--- config.mk ---
export PLATFORM = sky130hd
export DESIGN_NAME = irq_vector_fetcher
export DESIGN_NICKNAME = d
export VERILOG_FILES = /design/src/rtl/irqv_pkg.sv /design/src/rtl/irqv_prio_stack.sv /design/src/rtl/irqv_entry_fetch.sv /design/src/rtl/irq_vector_fetcher.sv
export SDC_FILE = /design/constraint.sdc
export NUM_CORES = 1
export LEC_CHECK = 0
export BUFFER_PORTS_ARGS = -buffer_cell sky130_fd_sc_hd__buf_2
export CORE_UTILIZATION = 50
export CTS_CLUSTER_SIZE = 25
export DETAILED_ROUTE_END_ITERATION = 8
export GPL_TIMING_DRIVEN = 0
export PLACE_DENSITY = 0.84
export REMOVE_ABC_BUFFERS = 1
export SLEW_MARGIN = 40
export SYNTH_ARGS = -nofsm -noshare
export SYNTH_HDL_FRONTEND = slang
export SYNTH_SLANG_ARGS = --single-unit
--- constraint.sdc ---
create_clock -name clk -period 2.5 [get_ports clk]
set_clock_uncertainty 0.2 [all_clocks]
set_input_delay 0.125 -clock clk [delete_from_list [all_inputs] [get_ports clk]]
set_output_delay 0.125 -clock clk [all_outputs]
set_load 0.005 [all_outputs]
--- src/rtl/irqv_pkg.sv ---
package irqv_pkg;
  localparam int SEG_W  = 16;
  localparam int PHYS_W = SEG_W + 4;
  localparam logic [PHYS_W-1:0] TABLE_END = PHYS_W'(1024);
  typedef logic [7:0]       byte_t;
  typedef logic [SEG_W-1:0] word_t;
endpackage

--- src/rtl/irqv_prio_stack.sv ---
module irqv_prio_stack #(
  parameter int DEPTH = 8,
  parameter int W     = 4
) (
  input  logic         clk,
  input  logic         rst,
  input  logic         push,
  input  logic         pop,
  input  logic [W-1:0] din,
  output logic [W-1:0] top,
  output logic         full,
  output logic         empty
);
  localparam int AW = (DEPTH > 1) ? $clog2(DEPTH) : 1;
  localparam int CW = $clog2(DEPTH + 1);

  logic [W-1:0]  mem [DEPTH];
  logic [CW-1:0] cnt;

  always_ff @(posedge clk) begin
    if (rst)       cnt <= '0;
    else if (push) cnt <= cnt + CW'(1);
    else if (pop)  cnt <= cnt - CW'(1);
  end

  // storage without reset so it maps onto distributed or block RAM
  always_ff @(posedge clk) begin
    if (push) mem[AW'(cnt)] <= din;
  end

  assign top   = mem[AW'(cnt - CW'(1))];
  assign full  = (cnt == CW'(DEPTH));
  assign empty = (cnt == '0);

  AST_NO_PUSH_FULL: assert property (@(posedge clk) disable iff (rst) push |-> !full);
  AST_NO_POP_EMPTY: assert property (@(posedge clk) disable iff (rst) pop |-> !empty);
endmodule

--- src/rtl/irqv_entry_fetch.sv ---
module irqv_entry_fetch
  import irqv_pkg::*;
#(
  parameter int VEC_W = 8
) (
  input  logic              clk,
  input  logic              rst,
  input  logic              start,
  input  logic [VEC_W-1:0]  vec,
  input  logic              mem_ack,
  input  byte_t             mem_data,
  output logic              busy,
  output logic              mem_rd,
  output logic [PHYS_W-1:0] mem_addr,
  output logic              hnd_valid,
  output word_t             hnd_seg,
  output word_t             hnd_off,
  output logic [PHYS_W-1:0] hnd_phys
);
  logic [VEC_W-1:0] vec_r;
  logic [1:0]       idx;
  byte_t            b0, b1, b2;

  always_ff @(posedge clk) begin
    if (rst) begin
      busy      <= 1'b0;
      idx       <= 2'd0;
      vec_r     <= '0;
      hnd_valid <= 1'b0;
      hnd_seg   <= '0;
      hnd_off   <= '0;
      hnd_phys  <= '0;
      b0        <= '0;
      b1        <= '0;
      b2        <= '0;
    end else begin
      hnd_valid <= 1'b0;
      if (!busy) begin
        if (start) begin
          busy  <= 1'b1;
          idx   <= 2'd0;
          vec_r <= vec;
        end
      end else if (mem_ack) begin
        idx <= idx + 2'd1;
        case (idx)
          2'd0: b0 <= mem_data;
          2'd1: b1 <= mem_data;
          2'd2: b2 <= mem_data;
          default: begin
            hnd_off   <= {b1, b0};
            hnd_seg   <= {mem_data, b2};
            hnd_phys  <= {mem_data, b2, 4'h0} + {4'h0, b1, b0};
            hnd_valid <= 1'b1;
            busy      <= 1'b0;
          end
        endcase
      end
    end
  end

  assign mem_rd   = busy;
  assign mem_addr = PHYS_W'({vec_r, idx});

  AST_ADDR_IN_TABLE: assert property (@(posedge clk) disable iff (rst)
    mem_rd |-> (mem_addr < TABLE_END));
  AST_RD_HOLD: assert property (@(posedge clk) disable iff (rst)
    (mem_rd && !mem_ack) |=> (mem_rd && $stable(mem_addr)));
  AST_VALID_PULSE: assert property (@(posedge clk) disable iff (rst)
    hnd_valid |=> !hnd_valid);
endmodule

--- src/rtl/irq_vector_fetcher.sv ---
module irq_vector_fetcher
  import irqv_pkg::*;
#(
  parameter int VEC_W       = 8,
  parameter int PRIO_W      = 3,
  parameter int STACK_DEPTH = 8
) (
  input  logic              clk,
  input  logic              rst,
  input  logic              req_valid,
  input  logic [VEC_W-1:0]  req_vector,
  input  logic [PRIO_W-1:0] req_prio,
  input  logic              req_hw,
  input  logic              ret,
  output logic              req_grant,
  output logic              mem_rd,
  output logic [PHYS_W-1:0] mem_addr,
  input  logic              mem_ack,
  input  logic [7:0]        mem_data,
  output logic              hnd_valid,
  output logic [SEG_W-1:0]  hnd_seg,
  output logic [SEG_W-1:0]  hnd_off,
  output logic [PHYS_W-1:0] hnd_phys,
  output logic [PRIO_W:0]   cur_prio,
  output logic              ovf_err,
  output logic              unf_err
);
  localparam int RW = PRIO_W + 1;

  logic [RW-1:0] req_rank, stk_top;
  logic busy, stk_full, stk_empty;
  logic outranks, do_acc, do_ovf, do_ret, do_pop, do_unf;

  assign req_rank = {req_hw, req_prio};                       // hardware bit on top
  assign do_ret   = ret && !busy;                              // ignored mid-fetch
  assign outranks = req_valid && !busy && !ret && (req_rank > cur_prio);
  assign do_acc   = outranks && !stk_full;
  assign do_ovf   = outranks && stk_full;
  assign do_pop   = do_ret && !stk_empty;
  assign do_unf   = do_ret && stk_empty;

  irqv_prio_stack #(.DEPTH(STACK_DEPTH), .W(RW)) u_stack (
    .clk(clk), .rst(rst), .push(do_acc), .pop(do_pop), .din(cur_prio),
    .top(stk_top), .full(stk_full), .empty(stk_empty)
  );

  irqv_entry_fetch #(.VEC_W(VEC_W)) u_fetch (
    .clk(clk), .rst(rst), .start(do_acc), .vec(req_vector),
    .mem_ack(mem_ack), .mem_data(mem_data), .busy(busy),
    .mem_rd(mem_rd), .mem_addr(mem_addr), .hnd_valid(hnd_valid),
    .hnd_seg(hnd_seg), .hnd_off(hnd_off), .hnd_phys(hnd_phys)
  );

  always_ff @(posedge clk) begin
    if (rst) begin
      cur_prio  <= '0;
      req_grant <= 1'b0;
      ovf_err   <= 1'b0;
      unf_err   <= 1'b0;
    end else begin
      req_grant <= do_acc;
      ovf_err   <= do_ovf;
      unf_err   <= do_unf;
      if (do_acc)      cur_prio <= req_rank;
      else if (do_pop) cur_prio <= stk_top;
    end
  end

  AST_GRANT_RAISES: assert property (@(posedge clk) disable iff (rst)
    req_grant |-> (cur_prio > $past(cur_prio)));
  AST_ERR_EXCL: assert property (@(posedge clk) disable iff (rst)
    !(ovf_err && req_grant));
  AST_UNF_HOLDS: assert property (@(posedge clk) disable iff (rst)
    unf_err |-> $stable(cur_prio));
endmodule

==> results by group <==
Run status
  – Status: finished, final reports clean

Cells and area
  – Commonest non-fill, non-tap cell in the layout: nand2_1
  – Area of the multi-input gates: 0.00265 mm²
  – Number of diodes: 0
  – Commonest non-fill, non-tap cells in the layout: 124 x nand2_1, 94 x buf_2, 89 x dfxtp_1
  – Layout net count: 755
  – Layout Cells excl Fill: 860
  – Area delta synth->final: 27.4%
  – Utilization after layout: 0.660
  – Register area: 0.00288 mm²
  – Layout cells sized above 1: 0.253
  – Fill count: 839

Synthesis
  – Seq cells post-synth: 127
  – Number of flops mapped to enable cells by yosys: 32
  – Cell count after synthesis: 597
  – Synthesis warning total: 0
  – Post-synthesis area per instance: 9.49 µm²
  – Async set-reset flop share out of synthesis: 0
  – Synth Flop Type: dfxtp_1
  – Cell taking the most area after synthesis: dfxtp_1
  – Post-synthesis cell area: 0.00567 mm²
  – Area contributors post-synth: dfxtp_1 34%, edfxtp_1 17%, nand2_1 8.3%
  – Register area share after synthesis: 0.505
  – Number of library cell types mapped by synthesis: 54
  – Post-synth top area share: 0.336

Placed design
  – Cells after DPL: 792
  – Port Buffer Count: 95
  – Setup Slack @ Placement: -0.772 ns
  – Final HPWL from detailed placement: 8700 µm
  – Routability cong.: 0.837

Hold path
  – Min-Delay Path Class: reg2reg

Timing
  – Unrepaired setup endpoints after global routing: false
  – Measured slew at the worst slew-check pin: 0.589 ns
  – Max Clock Freq: 0.419 GHz
  – Pins Over Slew Limit: 0
  – Worst setup margin: 0.112 ns
  – Period minus WS final: 2.39 ns
  – Final setup fails: 0
  – Final period utilization: 0.955
  – Max-slew headroom: 0.607
  – Hold Fails Final Rpt: 0

Power
  – Internal: 0.00456 W
  – Logic pwr share: 0.217
  – Pleak: 2.94 nW
  – Total net switching power: 0.00183 W
  – Clk network pwr share: 0.391
  – Sequential share of power: 0.392
  – Total chip power: 0.00639 W
  – Peak supply drop: 0.640 mV
  – Switching power share of the total: 0.286
  – Cell Pwr Density: 885 mW/mm²

Global route
  – Vias in the first global route: 4727
  – Antenna violations before repair: 0
  – GRT Total Usage: 0.253
  – Largest net degree at the start of global routing: 53
  – Global-route wire length before repair: 22700 µm
  – Total gr overflow: 0

Clocking
  – Worst-Skew Late Latency: 0.41 ns
  – Max clock buf depth: 2
  – Clk sinks: 127
  – Clock slew at reported path FFs: 0.05 ns
  – CTS tree: done
  – CTS root buf: clkbuf_16
  – H-tree Lvls: 4
  – TritonCTS buffer count: 17

Critical path
  – Worst-path cell chain: inv_1 -> ha_1 -> nor2b_1 -> o21a_1 -> o21a_4 -> o211ai_4 -> buf_4 -> nor4_4 -> buf_4
  – Critical path class: reg2reg
  – Crit path launch type: flop
  – Most Frequent Cell on Critical Path: buf_4
  – Worst-path maximum fanout: 6
  – Worst EP arrival: 2.32 ns
  – Slowest-stage cell, CP: dfxtp_4
  – Largest stage delay, worst path: 0.35 ns
  – Crit path required time: 2.43 ns
  – CP Capture Type: flop

Route
  – Vias per inst: 5.52
  – WL/cell: 16.4 µm
  – Via count: 4745
  – Antenna Nets Post-Route: 0
  – Iteration-0 DRC Markers: 300
  – Drt total wl: 14100 µm
  – Drt pass-1 iters: 7
  – Remaining DRCs: 0

Floorplan
  – Core ar.: 0.0109 mm²
  – # IOs: 106
  – Die ar.: 0.0118 mm²
  – Die width: 108 µm
  – DIE HEIGHT: 108 µm
  – Initial core utilization: 0.518
  – Site Rows: 38

Job
  – Max cap viols: 0
-- final cells by class --
cell class,count,share of cell area
flip-flops and latches,127,0.399
multi-input cells,416,0.367
repair buffers,132,0.118
clock buffers,24,0.0756
well taps,140,0.0243
clock inverters,8,0.00971
inverters,13,0.00676
-- stage by stage --
| step | cell area [µm²] | hold WS [ns] | TNS [ns] |
|---|---|---|---|
| final | 7220 | 0.250 | 0 |
| after global routing | 7220 | 0.277 | 0 |
| after CTS | 7150 | 0.250 | 0 |
| after detailed placement | 6130 | 0.169 | -19.08 |
| after global placement | 6070 | 0.157 | -46.19 |
| after floorplan | 5420 | -0.00593 | -2.89 |
-- kinds of logic (layout without fill, tap and decap cells) --
group,Yosys count,in the layout,share of synthesized area
xor gates and xnor gates,12,12,0.0186
DFF,127,127,0.505
and+or+nand+nor,220,220,0.169
other,1,10,0.000662
muxes,27,27,0.0660
buffers and inverters,64,177,0.0585
AOI/OAI and AO/OA,123,124,0.129
adders and majority gates,23,23,0.0521
-- repair_timing --
item                                    CTS  global route
cloned                                    1             0
hold buffers                             24             0
endpoints found under the setup margin   54            42
hold endpoints to repair                 66             0
pin swaps                                 3             5
resized for setup                        25             9
setup buffers                             6             5
-- routing by layer --
metal	share of wire	global-route usage	wire length, µm	vias to the layer above
met3	0.070	0.0669	981	20
li1	-	-	-	2272
met1	0.39	0.292	5520	2264
met2	0.52	0.447	7360	189
met5	0	0	0	-
met4	0.015	0.0907	214	0
-- worst paths after layout --
check	start	end	slack (ns)	cells past startpoint
max	cur_prio[1]$_SDFFE_PP0P_	u_stack.mem[0][2]$_DFFE_PP_	0.11	9
min	u_fetch.hnd_seg[8]$_SDFFE_PP0P_	u_fetch.hnd_seg[8]$_SDFFE_PP0P_	0.25	2
max reg2reg	cur_prio[1]$_SDFFE_PP0P_	u_stack.mem[0][2]$_DFFE_PP_	0.11	9
min reg2reg	u_fetch.hnd_seg[8]$_SDFFE_PP0P_	u_fetch.hnd_seg[8]$_SDFFE_PP0P_	0.25	2
-- cell usage after synthesis (2+ instances only) --
library cell and count:
inv_1 13, nor2_1 30, mux2_2 3, xnor2_1 11, a21oi_1 80, o211ai_1 3, nand3_1 32, ha_1 22
o21a_1 3, buf_2 3, a211oi_1 5, mux2i_1 16, a31oi_1 2, mux4_2 8, buf_4 15, o21bai_1 2
or3_1 2, buf_1 2, edfxtp_1 32, nor3_1 8, a21o_1 4, clkbuf_1 26, nor4_1 3, o2111ai_1 2
and3_1 4, nor2b_1 4, nand2_1 125, o21ai_0 13, buf_6 4, dfxtp_1 95, nand2b_1 2
-- registers in the layout (all words and copies together) (netlist names) --
register,count
cur_prio,4
ovf_err,1
req_grant,1
u_fetch.b0,8
u_fetch.b1,8
u_fetch.b2,8
u_fetch.busy,1
u_fetch.hnd_off,12
u_fetch.hnd_phys,20
u_fetch.hnd_seg,16
u_fetch.hnd_valid,1
u_fetch.idx,2
u_fetch.vec_r,8
u_stack.cnt,4
u_stack.mem,32
unf_err,1
-- power by group through the flow --
stage          clock network, W  registers, W  logic [W]
4_1_cts                 0.00252       0.00250    0.00131
6_report                0.00250       0.00250    0.00139
2_1_floorplan                 0       0.00248   0.000781
3_3_place_gp                  0       0.00252    0.00101
5_1_grt                 0.00263       0.00252    0.00149
3_5_place_dp                  0       0.00254    0.00107
-- critical path, delay by kind of cell, from the launching register on --
kind | cells | cell delay, ns
AOI/OAI and AO/OA | 3 | 0.43
buffers and inverters | 3 | 0.41
adders and majority gates | 1 | 0.32
and+or+nand+nor | 2 | 0.40
DFF | 1 | 0.35
No activity file was read; power rests on OpenSTA's default activity.
